`src/rtl/mbx_pkg.sv`:
```
package mbx_pkg;
  localparam int AW   = 6;
  localparam int DW   = 16;
  localparam int NSRC = 4;
  localparam int IRQW = NSRC + 1;

  localparam int SRC_PWM  = 0;
  localparam int SRC_CMD  = 1;
  localparam int SRC_HINT = 2;
  localparam int SRC_VINT = 3;

  // word indices (byte offset >> 1)
  localparam logic [4:0] W_CTRL     = 5'h00;
  localparam logic [4:0] W_CMD      = 5'h01;
  localparam logic [4:0] W_BANK     = 5'h02;
  localparam logic [4:0] W_CLR_VRES = 5'h0A;
  localparam logic [4:0] W_CLR_VINT = 5'h0B;
  localparam logic [4:0] W_CLR_HINT = 5'h0C;
  localparam logic [4:0] W_CLR_CMD  = 5'h0D;
  localparam logic [4:0] W_CLR_PWM  = 5'h0E;

  localparam logic [2:0] XFER_TAG = 3'b001;
  localparam logic [1:0] MBOX_TAG = 2'b10;

  typedef struct packed {
    logic          en;
    logic          word;
    logic [AW-1:0] addr;
    logic [DW-1:0] data;
  } wr_t;
endpackage

```
`src/rtl/mbx_host_regs.sv`:
```
module mbx_host_regs
  import mbx_pkg::*;
#(
  parameter int BANK_W = 3,
  parameter int XFER_N = 4,
  parameter int N_SEC  = 2
) (
  input  logic                 clk,
  input  logic                 rst,
  input  wr_t                  hw,
  output logic                 en_q,
  output logic                 fm_q,
  output logic [BANK_W-1:0]    bank_q,
  output logic                 bank_evt_q,
  output logic [N_SEC-1:0]     cmd_set,
  output logic [XFER_N*DW-1:0] xfer_q,
  output logic                 host_ok
);
  localparam int XI_W = (XFER_N > 1) ? $clog2(XFER_N) : 1;

  logic [4:0]      widx;
  logic            lo_byte;
  logic            start_hit;
  logic            fm_hit;
  logic            fm_val;
  logic            bank_hit;
  logic            xfer_hit;
  logic [XI_W-1:0] xidx;

  assign widx      = hw.addr[AW-1:1];
  assign lo_byte   = hw.word | hw.addr[0];
  assign start_hit = hw.en & ~hw.word & (hw.addr == 6'h01) & ~en_q;
  assign host_ok   = hw.en & en_q;
  assign fm_hit    = host_ok & (widx == W_CTRL) & (hw.word | ~hw.addr[0]);
  assign fm_val    = hw.word ? hw.data[15] : hw.data[7];
  assign bank_hit  = host_ok & (widx == W_BANK) & lo_byte;
  assign xfer_hit  = host_ok & hw.word & (hw.addr[AW-1:3] == XFER_TAG);
  assign xidx      = hw.addr[XI_W:1];
  assign cmd_set   = (host_ok && widx == W_CMD && lo_byte) ? hw.data[N_SEC-1:0] : '0;

  always_ff @(posedge clk) begin
    if (rst) begin
      en_q       <= 1'b0;
      fm_q       <= 1'b0;
      bank_q     <= '0;
      bank_evt_q <= 1'b0;
    end else begin
      if (start_hit) en_q <= 1'b1;
      if (fm_hit) fm_q <= fm_val;
      bank_evt_q <= bank_hit && (hw.data[BANK_W-1:0] != bank_q);
      if (bank_hit) bank_q <= hw.data[BANK_W-1:0];
    end
  end

  for (genvar g = 0; g < XFER_N; g++) begin : g_xfer
    always_ff @(posedge clk) begin
      if (rst) xfer_q[g*DW +: DW] <= '0;
      else if (xfer_hit && xidx == XI_W'(g)) xfer_q[g*DW +: DW] <= hw.data;
    end
  end

  p_en_sticky_r1: assert property (@(posedge clk) disable iff (rst) $past(en_q) |-> en_q)
    else $error("adapter enable dropped");
  p_bank_evt_r3: assert property (@(posedge clk) disable iff (rst) bank_evt_q |-> bank_q != $past(bank_q))
    else $error("bank event without change");
  p_gate_r1: assert property (@(posedge clk) disable iff (rst) !$past(en_q) |-> $stable(bank_q))
    else $error("bank written while disabled");
endmodule

```
`src/rtl/mbx_mailbox.sv`:
```
module mbx_mailbox
  import mbx_pkg::*;
#(
  parameter int MBOX_N = 8,
  parameter int N_SEC  = 2
) (
  input  logic                 clk,
  input  logic                 rst,
  input  wr_t                  hw,
  input  logic                 host_ok,
  input  wr_t                  sw [N_SEC],
  output logic [MBOX_N*DW-1:0] mbox_flat,
  output logic                 h_note_q,
  output logic [N_SEC-1:0]     s_note_q
);
  localparam int MI_W = (MBOX_N > 1) ? $clog2(MBOX_N) : 1;

  logic [MBOX_N-1:0][DW-1:0]    mem_q;
  logic [MBOX_N-1:0]            chg;
  logic [MBOX_N-1:0]            by_host;
  logic [MBOX_N-1:0][N_SEC-1:0] by_sec;
  logic                         h_note_n;
  logic [N_SEC-1:0]             s_note_n;

  for (genvar g = 0; g < MBOX_N; g++) begin : g_word
    logic             h_sel;
    logic [N_SEC-1:0] s_sel;
    logic             take;
    logic [DW-1:0]    wval;
    logic             win_h;
    logic [N_SEC-1:0] win_s;

    assign h_sel = host_ok & hw.word & (hw.addr[AW-1:4] == MBOX_TAG) &
                   (hw.addr[MI_W:1] == MI_W'(g));
    for (genvar i = 0; i < N_SEC; i++) begin : g_ssel
      assign s_sel[i] = sw[i].en & sw[i].word & (sw[i].addr[AW-1:4] == MBOX_TAG) &
                        (sw[i].addr[MI_W:1] == MI_W'(g));
    end

    always_comb begin
      take  = 1'b0;
      wval  = '0;
      win_h = 1'b0;
      win_s = '0;
      if (h_sel) begin
        take  = 1'b1;
        wval  = hw.data;
        win_h = 1'b1;
      end else begin
        for (int i = N_SEC - 1; i >= 0; i--) begin
          if (s_sel[i]) begin
            take     = 1'b1;
            wval     = sw[i].data;
            win_s    = '0;
            win_s[i] = 1'b1;
          end
        end
      end
    end

    assign chg[g]     = take && (wval != mem_q[g]);
    assign by_host[g] = win_h;
    assign by_sec[g]  = win_s;

    always_ff @(posedge clk) begin
      if (rst) mem_q[g] <= '0;
      else if (take) mem_q[g] <= wval;
    end
  end

  always_comb begin
    h_note_n = |(chg & ~by_host);
    s_note_n = '0;
    for (int j = 0; j < N_SEC; j++) begin
      for (int g = 0; g < MBOX_N; g++) begin
        if (chg[g] && (by_host[g] || (by_sec[g] != '0 && !by_sec[g][j])))
          s_note_n[j] = 1'b1;
      end
    end
  end

  always_ff @(posedge clk) begin
    if (rst) begin
      h_note_q <= 1'b0;
      s_note_q <= '0;
    end else begin
      h_note_q <= h_note_n;
      s_note_q <= s_note_n;
    end
  end

  assign mbox_flat = mem_q;

  p_note_change_r5: assert property (@(posedge clk) disable iff (rst)
    (h_note_q || s_note_q != '0) |-> mem_q != $past(mem_q))
    else $error("mailbox note without a change");
  p_quiet_r5: assert property (@(posedge clk) disable iff (rst)
    (mem_q == $past(mem_q)) |-> (!h_note_q && s_note_q == '0))
    else $error("mailbox unchanged yet notified");
endmodule

```
`src/rtl/mbx_src_pend.sv`:
```
module mbx_src_pend
  import mbx_pkg::*;
#(
  parameter int N_SEC = 2
) (
  input  logic                       clk,
  input  logic                       rst,
  input  logic                       ev_vres,
  input  logic                       ev_vint,
  input  logic                       ev_hint,
  input  logic                       ev_pwm,
  input  logic [N_SEC-1:0][NSRC-1:0] clr_src,
  input  logic [N_SEC-1:0]           clr_vres,
  output logic [NSRC-1:0]            sh_q,
  output logic                       vres_q
);
  logic [NSRC-1:0] clr_any;
  logic [NSRC-1:0] set_v;
  logic            vres_clr;
  logic [NSRC-1:0] pend_q;

  always_comb begin
    clr_any = '0;
    for (int i = 0; i < N_SEC; i++) clr_any |= clr_src[i];
    clr_any[SRC_CMD] = 1'b0;
    set_v            = '0;
    set_v[SRC_PWM]   = ev_pwm;
    set_v[SRC_HINT]  = ev_hint;
    set_v[SRC_VINT]  = ev_vint;
  end
  assign vres_clr = |clr_vres;

  always_ff @(posedge clk) begin
    if (rst) begin
      pend_q <= '0;
      vres_q <= 1'b0;
    end else begin
      pend_q <= (pend_q & ~clr_any) | set_v;
      vres_q <= (vres_q & ~vres_clr) | ev_vres;
    end
  end

  always_comb begin
    sh_q          = pend_q;
    sh_q[SRC_CMD] = 1'b0;
  end

  p_vres_hold_r8: assert property (@(posedge clk) disable iff (rst)
    (vres_q && !vres_clr) |=> vres_q)
    else $error("reset source lost without clear");
  p_vint_set_r9: assert property (@(posedge clk) disable iff (rst)
    ev_vint |=> sh_q[SRC_VINT])
    else $error("vertical event not latched");
endmodule

```
`src/rtl/mbx_cpu_irq.sv`:
```
module mbx_cpu_irq
  import mbx_pkg::*;
(
  input  logic            clk,
  input  logic            rst,
  input  wr_t             sw,
  input  logic            cmd_set,
  input  logic [NSRC-1:0] sh_q,
  input  logic            vres_q,
  output logic [NSRC-1:0] clr_src,
  output logic            clr_vres,
  output logic [NSRC-1:0] mask_q,
  output logic [IRQW-1:0] irq_q
);
  logic [4:0]      widx;
  logic            mask_hit;
  logic            cmd_clr;
  logic            cmd_q;
  logic [NSRC-1:0] pend;

  assign widx     = sw.addr[AW-1:1];
  assign mask_hit = sw.en & ((~sw.word & (sw.addr == 6'h01)) | (sw.word & (widx == W_CTRL)));
  assign cmd_clr  = sw.en & sw.word & (widx == W_CLR_CMD);
  assign clr_vres = sw.en & sw.word & (widx == W_CLR_VRES);

  always_comb begin
    clr_src           = '0;
    clr_src[SRC_PWM]  = sw.en & sw.word & (widx == W_CLR_PWM);
    clr_src[SRC_HINT] = sw.en & sw.word & (widx == W_CLR_HINT);
    clr_src[SRC_VINT] = sw.en & sw.word & (widx == W_CLR_VINT);
    pend              = sh_q;
    pend[SRC_CMD]     = cmd_q;
  end

  always_ff @(posedge clk) begin
    if (rst) begin
      mask_q <= '0;
      cmd_q  <= 1'b0;
      irq_q  <= '0;
    end else begin
      if (mask_hit) mask_q <= sw.data[NSRC-1:0];
      cmd_q <= (cmd_q & ~cmd_clr) | cmd_set;
      irq_q <= {vres_q, pend & mask_q};
    end
  end

  p_mask_gate_r10: assert property (@(posedge clk) disable iff (rst)
    (irq_q[NSRC-1:0] & ~$past(mask_q)) == '0)
    else $error("request passed a cleared mask bit");
  p_own_ack_r8: assert property (@(posedge clk) disable iff (rst)
    (cmd_clr && !cmd_set) |=> !cmd_q)
    else $error("command not acknowledged");
  p_set_wins_r9: assert property (@(posedge clk) disable iff (rst)
    cmd_set |=> cmd_q)
    else $error("command set lost");
endmodule

```
`src/rtl/xcpu_mailbox.sv`:
```
module xcpu_mailbox
  import mbx_pkg::*;
#(
  parameter int N_SEC  = 2,
  parameter int MBOX_N = 8,
  parameter int XFER_N = 4,
  parameter int BANK_W = 3
) (
  input  logic                  clk,
  input  logic                  rst,
  input  logic                  host_wr_en,
  input  logic                  host_wr_word,
  input  logic [AW-1:0]         host_addr,
  input  logic [DW-1:0]         host_wdata,
  input  logic                  host_rd_en,
  output logic [DW-1:0]         host_rdata,
  input  logic [N_SEC-1:0]      sec_wr_en,
  input  logic [N_SEC-1:0]      sec_wr_word,
  input  logic [N_SEC*AW-1:0]   sec_addr,
  input  logic [N_SEC*DW-1:0]   sec_wdata,
  input  logic [N_SEC-1:0]      sec_rd_en,
  output logic [N_SEC*DW-1:0]   sec_rdata,
  input  logic                  ev_vres,
  input  logic                  ev_vint,
  input  logic                  ev_hint,
  input  logic                  ev_pwm,
  output logic [N_SEC*IRQW-1:0] irq_req,
  output logic [BANK_W-1:0]     rom_bank,
  output logic                  bank_chg,
  output logic                  host_note,
  output logic [N_SEC-1:0]      sec_note
);
  localparam int MI_W = (MBOX_N > 1) ? $clog2(MBOX_N) : 1;
  localparam int XI_W = (XFER_N > 1) ? $clog2(XFER_N) : 1;

  wr_t                       hw;
  wr_t                       sw [N_SEC];
  logic                      en_q;
  logic                      fm_q;
  logic                      host_ok;
  logic [N_SEC-1:0]          cmd_set;
  logic [XFER_N*DW-1:0]      xfer_flat;
  logic [MBOX_N*DW-1:0]      mbox_flat;
  logic [DW-1:0]             xfer_w [XFER_N];
  logic [DW-1:0]             mbox_w [MBOX_N];
  logic [N_SEC-1:0][NSRC-1:0] clr_src;
  logic [N_SEC-1:0]          clr_vres;
  logic [NSRC-1:0]           sh_q;
  logic                      vres_q;
  logic [NSRC-1:0]           mask_q [N_SEC];
  logic [DW-1:0]             h_rd_n;

  assign hw = {host_wr_en, host_wr_word, host_addr, host_wdata};

  for (genvar g = 0; g < XFER_N; g++) begin : g_xw
    assign xfer_w[g] = xfer_flat[g*DW +: DW];
  end
  for (genvar g = 0; g < MBOX_N; g++) begin : g_mw
    assign mbox_w[g] = mbox_flat[g*DW +: DW];
  end

  mbx_host_regs #(.BANK_W(BANK_W), .XFER_N(XFER_N), .N_SEC(N_SEC)) u_host (
    .clk(clk), .rst(rst), .hw(hw), .en_q(en_q), .fm_q(fm_q), .bank_q(rom_bank),
    .bank_evt_q(bank_chg), .cmd_set(cmd_set), .xfer_q(xfer_flat), .host_ok(host_ok)
  );

  mbx_mailbox #(.MBOX_N(MBOX_N), .N_SEC(N_SEC)) u_mbox (
    .clk(clk), .rst(rst), .hw(hw), .host_ok(host_ok), .sw(sw),
    .mbox_flat(mbox_flat), .h_note_q(host_note), .s_note_q(sec_note)
  );

  mbx_src_pend #(.N_SEC(N_SEC)) u_pend (
    .clk(clk), .rst(rst), .ev_vres(ev_vres), .ev_vint(ev_vint), .ev_hint(ev_hint),
    .ev_pwm(ev_pwm), .clr_src(clr_src), .clr_vres(clr_vres), .sh_q(sh_q), .vres_q(vres_q)
  );

  for (genvar i = 0; i < N_SEC; i++) begin : g_sec
    logic [DW-1:0] s_rd_n;
    logic [AW-1:0] a;

    assign sw[i] = {sec_wr_en[i], sec_wr_word[i], sec_addr[i*AW +: AW], sec_wdata[i*DW +: DW]};
    assign a     = sec_addr[i*AW +: AW];

    mbx_cpu_irq u_irq (
      .clk(clk), .rst(rst), .sw(sw[i]), .cmd_set(cmd_set[i]), .sh_q(sh_q), .vres_q(vres_q),
      .clr_src(clr_src[i]), .clr_vres(clr_vres[i]), .mask_q(mask_q[i]),
      .irq_q(irq_req[i*IRQW +: IRQW])
    );

    always_comb begin
      s_rd_n = '0;
      if (a[AW-1:1] == W_CTRL) begin
        s_rd_n[15]       = fm_q;
        s_rd_n[9]        = 1'b1;
        s_rd_n[NSRC-1:0] = mask_q[i];
      end else if (a[AW-1:3] == XFER_TAG) begin
        s_rd_n = xfer_w[a[XI_W:1]];
      end else if (a[AW-1:4] == MBOX_TAG) begin
        s_rd_n = mbox_w[a[MI_W:1]];
      end
    end

    always_ff @(posedge clk) begin
      if (rst) sec_rdata[i*DW +: DW] <= '0;
      else if (sec_rd_en[i]) sec_rdata[i*DW +: DW] <= s_rd_n;
    end
  end

  always_comb begin
    h_rd_n = '0;
    if (host_addr[AW-1:1] == W_CTRL) begin
      h_rd_n[15] = fm_q;
      h_rd_n[0]  = en_q;
    end else if (host_addr[AW-1:1] == W_BANK) begin
      h_rd_n[BANK_W-1:0] = rom_bank;
    end else if (host_addr[AW-1:3] == XFER_TAG) begin
      h_rd_n = xfer_w[host_addr[XI_W:1]];
    end else if (host_addr[AW-1:4] == MBOX_TAG) begin
      h_rd_n = mbox_w[host_addr[MI_W:1]];
    end
  end

  always_ff @(posedge clk) begin
    if (rst) host_rdata <= '0;
    else if (host_rd_en) host_rdata <= h_rd_n;
  end
endmodule

```
`config.mk`:
```
export PLATFORM = sky130hd
export DESIGN_NAME = xcpu_mailbox
export DESIGN_NICKNAME = d
export VERILOG_FILES = /design/src/rtl/mbx_pkg.sv /design/src/rtl/mbx_host_regs.sv /design/src/rtl/mbx_mailbox.sv /design/src/rtl/mbx_src_pend.sv /design/src/rtl/mbx_cpu_irq.sv /design/src/rtl/xcpu_mailbox.sv
export SDC_FILE = /design/constraint.sdc
export NUM_CORES = 1
export LEC_CHECK = 0
export BUFFER_PORTS_ARGS = -buffer_cell sky130_fd_sc_hd__buf_2
export CAP_MARGIN = 40
export CORE_ASPECT_RATIO = 0.8
export CORE_UTILIZATION = 32
export DETAILED_ROUTE_END_ITERATION = 16
export GPL_TIMING_DRIVEN = 0
export SLEW_MARGIN = 20
export SYNTH_ARGS = -nofsm -noshare
export SYNTH_HDL_FRONTEND = slang
export SYNTH_HIERARCHICAL = 1
export SYNTH_SLANG_ARGS = --single-unit
```
`constraint.sdc`:
```
create_clock -name clk -period 7.27 [get_ports clk]
set_input_delay 0.3635 -clock clk [delete_from_list [all_inputs] [get_ports clk]]
set_output_delay 0.3635 -clock clk [all_outputs]
set_load 0.02 [all_outputs]
```
==> Yosys cells after proc, flatten, opt, wreduce, memory -nomap -nowiden <==
Index checks and enable logic that the tools add are counted.
W data, S select, Z words.
{ "totals": {"regBits": 274, "input_bits": 81, "word_cells": 409} }
{ "op_classes": {"n_lt_le_gt_ge": 6, "n_eq_ne": 54, "n_mux": 137, "n_bitwise": 87, "reduce_logical": 96} }
{ "op_table": {"columns": ["op", "n"], "rows": [
  ["$mux W16", 42],
  ["$bmux W16 S3", 3],
  ["$ne A16 B16 Y1", 8],
  ["$bmux W16 S2", 3],
  ["$and A1 B1 Y1", 58],
  ["$mux W1", 55],
  ["$eq A5 B4 Y1 const B", 10],
  ["$mux W2", 25],
  ["$logic_and A1 B1 Y1", 47],
  ["$eq A3 B3 Y1 const B", 12],
  ["$mux W5", 4],
  ["$eq A3 B1 Y1 const B", 6],
  ["$eq A3 B2 Y1 const B", 6],
  ["$eq A6 B1 Y1 const B", 3],
  ["$logic_not A1 Y1", 16],
  ["$logic_or A1 B1 Y1", 16],
  ["$reduce_bool A2 Y1", 8],
  ["$logic_not A5 Y1", 3],
  ["$mux W14", 1],
  ["$mux W13", 1],
  ["$and A4 B4 Y4", 3],
  ["$ge A4 B4 Y1 const B", 3],
  ["$not A3 Y4", 3],
  ["$eq A2 B2 Y1 const B", 5],
  ["other kinds (18)", 39]
]} }

==> Logic depth before layout (Yosys ltp) <==
Gate-level depths: netlist (run 1).
{ "logic_depth": {"word_depth": 18, "ltp_mapped": 13} }

==> By module <==
Netlist (run 1), hierarchy kept.
{ "by_module_without_submodules": {"columns": ["mod", "instances", "cells_each", "area_per_inst_um2"], "rows": [
  ["mbx_mailbox", 1, 1402, 10082.2],
  ["xcpu_mailbox", 1, 582, 6378.6],
  ["mbx_host_regs", 1, 268, 2906.5],
  ["mbx_cpu_irq", 2, 49, 441.7],
  ["mbx_src_pend", 1, 18, 161.4]
]} }

==> Worst setup path after synthesis (run 1) <==
OpenSTA, ideal clock, no wires.
{ "synth_path": {"path_type": "input-to-reg", "start": "input port sec_addr[1]", "end": "register u_mbox.s_note_q[1]", "setup_time_ns": 0.145, "arrival_ns": 2.873, "required_time_ns": 7.125, "path_slack_ns": 4.252, "cell_stages": 13, "path_cell_list": "buf_2 buf_2 buf_1 inv_1 nand3_1 clkbuf_1 nand3_1 a31o_2 xnor2_1 nor4_1 nand4_1 a2111oi_2 a41oi_1"} }
{ "synth_between": {"elab_chain_len": 16, "word_cells_on_any_way": 128, "cone_classes": "eq/ne: 15; mux: 56; bitwise: 8; reduce/logical: 49"} }
{ "synth_rtl": {"columns": ["element", "line_no", "rtl"], "rows": [
  ["start: declaration", "xcpu_mailbox.sv:19", "input logic [N_SEC*AW-1:0] sec_addr,"],
  ["branches (longest 15 deep; another with $mux W16)", null, null],
  ["$mux W1 (*)", "mbx_mailbox.sv:76", "if (chg[g] && (by_host[g] || (by_sec[g] != '0 && !by_sec[g][j])))"],
  ["end signal: assignment", "mbx_mailbox.sv:88", "s_note_q <= s_note_n;"],
  ["end: declaration", "mbx_mailbox.sv:14", "output logic [N_SEC-1:0] s_note_q"]
]} }
Every way passes the cells marked *.
A chain may end at the register's enable or synchronous reset.

==> Worst setup path in the final report (run 1) <==
{ "layout_path": {"start": "register u_host.en_q", "end": "register u_mbox.s_note_q[1]"} }
{ "layout_between": {"elab_chain_len": 17, "word_cells_on_any_way": 107, "cone_classes": "eq/ne: 8; mux: 40; bitwise: 11; reduce/logical: 48"} }
{ "layout_rtl": {"columns": ["element", "line_no", "rtl"], "rows": [
  ["start: declaration", "mbx_host_regs.sv:11", "output logic en_q,"],
  ["start signal: assignment", "mbx_host_regs.sv:43", "en_q <= 1'b0;"],
  ["start signal: assignment", "mbx_host_regs.sv:48", "if (start_hit) en_q <= 1'b1;"],
  ["$and A1 B1 Y1 (*)", "mbx_host_regs.sv:33", "assign host_ok = hw.en & en_q;"],
  ["net host_ok", "xcpu_mailbox.sv:40", "logic host_ok;"],
  ["$and A1 B1 Y1 (*) (2 in a row)", "mbx_mailbox.sv:33", "assign h_sel = host_ok & hw.word & (hw.addr[AW-1:4] == MBOX_TAG) &"],
  ["branches (longest 13 deep; another with $mux W16)", null, null],
  ["$mux W1 (*)", "mbx_mailbox.sv:76", null]
]} }
Mark *: on every way through the listed nets, which the timed path passes.

==> results of run 1 <==
[stage by stage]
step | total power [mW] | cell area, um2 | cells | util (%)
2_1_floorplan | 1.838 | 20380 | 2362 | -
3_3_place_gp | 2.110 | 22150 | 3346 | 35.28
3_5_place_dp | 2.122 | 22510 | 3377 | 35.85
4_1_cts | 3.872 | 23610 | 3436 | 37.61
5_1_grt | 3.975 | 23710 | 3446 | 37.76
6_report | 3.889 | 23720 | 3450 | 37.77
[final timing paths]
check | to | slack, ps | cells past startpoint
worst max-delay path | u_mbox/s_note_q[1] | 1260 | 13
worst min-delay path | u_pend/vres_q | 40 | 3
worst max register to register | u_mbox/s_note_q[1] | 1260 | 13
worst min register to register | g_sec[1].u_irq/irq_q[1] | 440 | 2
[cell type report]
| class | instances | area share (%) |
|---|---|---|
| antenna | 4 | 0.04221 |
| buffer | 186 | 3.851 |
| clock buffer | 49 | 4.294 |
| clock inverter | 10 | 0.3587 |
| inverter | 31 | 0.4906 |
| multi-input combinational | 1872 | 58.82 |
| sequential | 273 | 23.04 |
| tap | 840 | 4.432 |
| timing repair buffer | 185 | 4.664 |
[report_power, final]
group	switching, mW	leakage, nW	internal [mW]
Sequential	0.0191	2.20	1.51
Combinational	0.424	6.00	0.169
Clock	0.757	0.548	1.01
Total	1.20	8.75	2.69
[registers in the layout, summed over array words and instances (netlist names), 2 cells and up]
register,flops
host_rdata,16
u_host/xfer_q,64
u_mbox/s_note_q,2
g_sec.u_irq/irq_q,10
u_pend/pend_q,3
u_host/bank_q,3
g_sec.u_irq/mask_q,8
g_sec.u_irq/cmd_q,2
sec_rdata,32
u_mbox/mbox_flat,128
[worst max-delay path, stage by stage, from the launching register on]
cell and delay [ps]:
dfxtp_1 420, and2_1 200, nand4b_1 630, buf_2 480
nor3_1 340, buf_2 260, buf_2 370, nor4_1 100
a211oi_1 830, xnor2_1 360, nor4_1 710, nand4_1 400
a2111oi_0 500, a41oi_1 200
[per-layer routing]
metal	share of wire, %	vias to the layer above	wire length [um]
met2	39	1715	48530
met1	43	11270	53400
met4	3.8	2	4616
met5	0.011	-	13
li1	-	9362	-
met3	13	222	16390
==> summary.md, run 1 <==
| Metric | Value |
|---|---|
| Status | `finished clean` |
| Post_cts resized | `0` |
| I/O pin count | `146` |
| Tmin final | `around 6000 ps` |
| CTS buffer count | `34` |
| Initial DRC Count | `roughly 3,600` |
| Pre-CTS setup slack | `1620 ps` |
| Met3 Track Usage GR | `11.33%` |
| Critical path type | `flop to flop` |
| Startpoint types | `flop` |
| Met1 GRT Util | `between 50% and 60%` |
| Drt first pass iters | `6` |
| Average cell area after synthesis | `8.628 um2` |
| Die Area | `64,700 um2` |
| Storage cell area | `5465 um2` |
| Clk root buf | `clkbuf_16` |
| CTS hold repair buffers | `0` |
| Final setup TNS | `0 ps` |
| Mapped Area | `20,380 um2` |
| H-tree depth | `2` |
| Total Routed Length | `122.9 mm` |
| Vias/cell | `~6.5` |
| Vias in the first global route | `20,550` |
| DP Wirelength | `99.91 mm` |
| Commonest non-fill, non-tap cell in the layout | `dfxtp_1` |
| Worst vdd ir | `0.1421 mV` |
| Fmax | `~0.17 GHz` |
| Initial Util | `32.45%` |
| Port bufs | `144` |
| P per Cell Area | `164.0 nW/um2` |
| Max_cap viols | `0` |
| CP required | `roughly 7700 ps` |
| RR Startpoint | `u_host/en_q` |
| Hold Violations, Final | `0` |
| Wire per inst | `roughly 36 um` |
| Worst rel slew slack | `34.46%` |
| Die width | `284.1 um` |
| Initial antenna violation count | `7` |
| Hold Path Class | `primary input to flop` |
| P_leak | `8.748 nW` |
| GP Congestion | `1.015` |
| Share of post-route cells with drive strength above 1 | `20.91%` |
| Clk_lat worst skew | `570 ps` |
| CTS max path bufs | `3` |
| Max-slew violation count | `0` |
| GR Layer Usage met2 | `51.01%` |
| Area occupied by multi-input gates | `13,950 um2` |
| Drt drc | `0` |
| RSZ-0062 raised after global routing | `false` |
| Core area | `approximately 63,000 um2` |
| Clk_skew | `~23 ps` |
| CP Capture Type | `flop` |
| Pin count of the biggest net entering global routing | `23` |
| Warnings, synthesis | `6` |
| GR Overflow Total | `0` |
| Area delta synth->final | `16.38%` |
| Commonest cells after routing, fill and taps aside | `dfxtp_1 (273), nand2_1 (229), buf_2 (195)` |
| Postcts setup bufs | `0` |
| Chip Height | `227.7 um` |
| Final setup viols | `0` |
| Post-route ant nets | `0` |
| GRT busiest layer | `met1` |
| Post-layout net count | `2,664` |
| Max FO, Critical Path | `10` |
| Hold_sp | `ev_vres` |
| Post-route clock period utilization | `82.65%` |
| Synthesized netlist net count | `2,443` |
| Worst-Margin Slew | `977.3 ps` |
| Post-Syn Instances | `2,362` |
| CTS tree | `built` |
| CTS sink count | `273` |
| Reg clk slew, reported paths | `roughly 60 ps` |
| Hold Worst Slack | `38.09 ps` |
| Via count | `22,570` |
| Worst Setup Slack, final | `~1300 ps` |
| Crit path DAT | `around 6400 ps` |
| Site row count | `82` |
| Critical path startpoint | `u_host/en_q` |
| GR Util All Layers | `36.85%` |
| First-pass GRT wire length | `between 150 and 200 mm` |
| Filler Cell Count | `6,485` |
Power figures use the tool's default switching activity.
==> run 2, diff against run 1 <==
Clock period 7.27 ns to 5.9 ns, I/O delays scaled along.
==> run 2 against run 1 <==
Non-clock buffer count increased by 4. Setup slack lost 1100 ps. Die area unchanged. Clock skew shrank 3.9 ps. Sequential power increased by 24%. Critical path depth unchanged. Critical path type unchanged.
==> summary.md, run 2 (synthesis gave the netlist of run 1 again) <==
| Metric | Value |
|---|---|
| CTS sink count | `273 (unchanged)` |
| I/O pin count | `146 (unchanged)` |
| Hold Violations, Final | `0 (unchanged)` |
| Max-slew violation count | `0 (unchanged)` |
| Post-route clock period utilization | `97.49% (was 82.65%)` |
| Port bufs | `144 (unchanged)` |
| Vias in the first global route | `20,580 (was 20,550)` |
| Clk_skew | `19.08 ps (was 22.99 ps)` |
| Commonest cells after routing, fill and taps aside | `dfxtp_1 (273), nand2_1 (229), buf_2 (195) (unchanged)` |
| CTS tree | `built (unchanged)` |
| Storage cell area | `5465 um2 (unchanged)` |
| Wire per inst | `35.54 um (was 35.64 um)` |
| RSZ-0062 raised after global routing | `false (unchanged)` |
| Final setup TNS | `0 ps (unchanged)` |
| Die Area | `64,700 um2 (unchanged)` |
| First-pass GRT wire length | `167.3 mm (was 167.2 mm)` |
| Area occupied by multi-input gates | `13,960 um2 (was 13,950 um2)` |
| Die width | `284.1 um (unchanged)` |
| GR Util All Layers | `36.86% (was 36.85%)` |
| CTS buffer count | `34 (unchanged)` |
| Worst rel slew slack | `36.23% (was 34.46%)` |
| Post-layout util | `37.84% (was 37.77%)` |
| CTS max path bufs | `3 (unchanged)` |
| Via count | `22,600 (was 22,570)` |
| Total Routed Length | `122.8 mm (was 122.9 mm)` |
| Initial DRC Count | `3,548 (was 3,563)` |
| Max_cap viols | `0 (unchanged)` |
| Drt first pass iters | `6 (unchanged)` |
| Post-layout net count | `2,668 (was 2,664)` |
| GR Overflow Total | `0 (unchanged)` |
| Hold Path Class | `primary input to flop (unchanged)` |
| P per Cell Area | `201.6 nW/um2 (was 164.0 nW/um2)` |
| Crit path DAT | `6150 ps (was 6410 ps)` |
| Pin count of the biggest net entering global routing | `23 (unchanged)` |
| Startpoint types | `flop (unchanged)` |
| Chip Height | `227.7 um (unchanged)` |
| Status | `finished clean (unchanged)` |
| Worst-Margin Slew | `956.5 ps (was 977.3 ps)` |
| Clk root buf | `clkbuf_16 (unchanged)` |
| Share of post-route cells with drive strength above 1 | `20.92% (was 20.91%)` |
| Reg clk slew, reported paths | `60 ps (about the same)` |
| CP required | `6300 ps (was 7670 ps)` |
| Critical path type | `flop to flop (unchanged)` |
| Commonest non-fill, non-tap cell in the layout | `dfxtp_1 (unchanged)` |
| Post-route ant nets | `0 (unchanged)` |
| Initial antenna violation count | `7 (unchanged)` |
| Tmin final | `5752 ps (was 6008 ps)` |
| Max FFs per register | `128 (unchanged)` |
| Final setup viols | `0 (unchanged)` |
| CP Capture Type | `flop (unchanged)` |
| Vias/cell | `6.542 (was 6.543)` |
| Clk_lat worst skew | `560 ps (was 570 ps)` |
| GP Congestion | `1.015 (unchanged)` |
| Drt drc | `0 (unchanged)` |
| Filler Cell Count | `6,482 (was 6,485)` |
| Core area | `62,790 um2 (unchanged)` |
| H-tree depth | `2 (unchanged)` |
| Initial Util | `32.45% (unchanged)` |
| Area delta synth->final | `16.60% (was 16.38%)` |
| Fmax | `0.1739 GHz (was 0.1664 GHz)` |
| Site row count | `82 (unchanged)` |
| Worst vdd ir | `0.1741 mV (was 0.1421 mV)` |
| P_leak | `8.766 nW (was 8.748 nW)` |
| Max FO, Critical Path | `10 (unchanged)` |
| DP Wirelength | `99.91 mm (unchanged)` |
| Postcts setup bufs | `0 (unchanged)` |
[run 2: report_power, final]
group | switching (mW) | internal [mW]
Sequential | 0.0235 | 1.86
Combinational | 0.522 | 0.209
Clock | 0.931 | 1.24
Total | 1.48 | 3.31
[run 2: path summary, 6_finish.rpt]
kind,from,endpoint,slack [ps],depth (start not counted)
max,u_host/en_q,u_mbox/s_note_q[1],150,13
min,host_wr_en,u_host/en_q,60,3
max reg2reg,u_host/en_q,u_mbox/s_note_q[1],150,13
min reg2reg,g_sec[1].u_irq/cmd_q,g_sec[1].u_irq/irq_q[1],440,2
[run 2: critical path, stage by stage, from the launching register on]
cell and delay, ps:
dfxtp_1 360, and2_1 190, nand4b_1 530, buf_2 420, clkbuf_1 610, clkbuf_1 690
o32ai_1 160, o22ai_1 400, xor2_1 610, o2111ai_1 200, nor4_1 700, nand2_1 280
o211ai_1 240, a41oi_1 160
[run 2: area by class of cell]
| class | instances | share of cell area (%) |
|---|---|---|
| well taps | 840 | 4.423 |
| plain buffers | 186 | 3.844 |
| multi-input cells | 1872 | 58.73 |
| flip-flops and latches | 273 | 23.00 |
| inverters | 31 | 0.4897 |
| repair buffers | 189 | 4.823 |
| clock buffers | 49 | 4.286 |
| diodes | 4 | 0.04213 |
| clock inverters | 10 | 0.3581 |
[run 2: metal layers]
metal | track usage, % | share of wire (%) | vias to the layer above
li1 | - | - | 9396
met1 | 53.44 | 43 | 11310
met2 | 51.20 | 40 | 1673
met3 | 11.35 | 13 | 214
met4 | 12.00 | 3.6 | 2
met5 | 0 | 0.011 | -
[run 2: timing repair]
action	CTS	global route
hold buffers	4	0
setup endpoints to repair	0	1
gates resized for setup	0	1
hold endpoints to repair	4	0
[run 2: through the flow]
step / power [mW] / instances / hold WS (ps) / setup slack, ps / cell area, um2
finish: 4.791 / 3454 / 56.43 / 147.9 / 23760
CTS: 4.773 / 3440 / 36.07 / 263.0 / 23650
global placement: 2.600 / 3346 / 428.4 / -308.3 / 22150
detailed placement: 2.615 / 3377 / 431.8 / 300.6 / 22510
global route: 4.901 / 3450 / 79.17 / 251.1 / 23750
floorplan: 2.265 / 2362 / 364.1 / 2938 / 20380
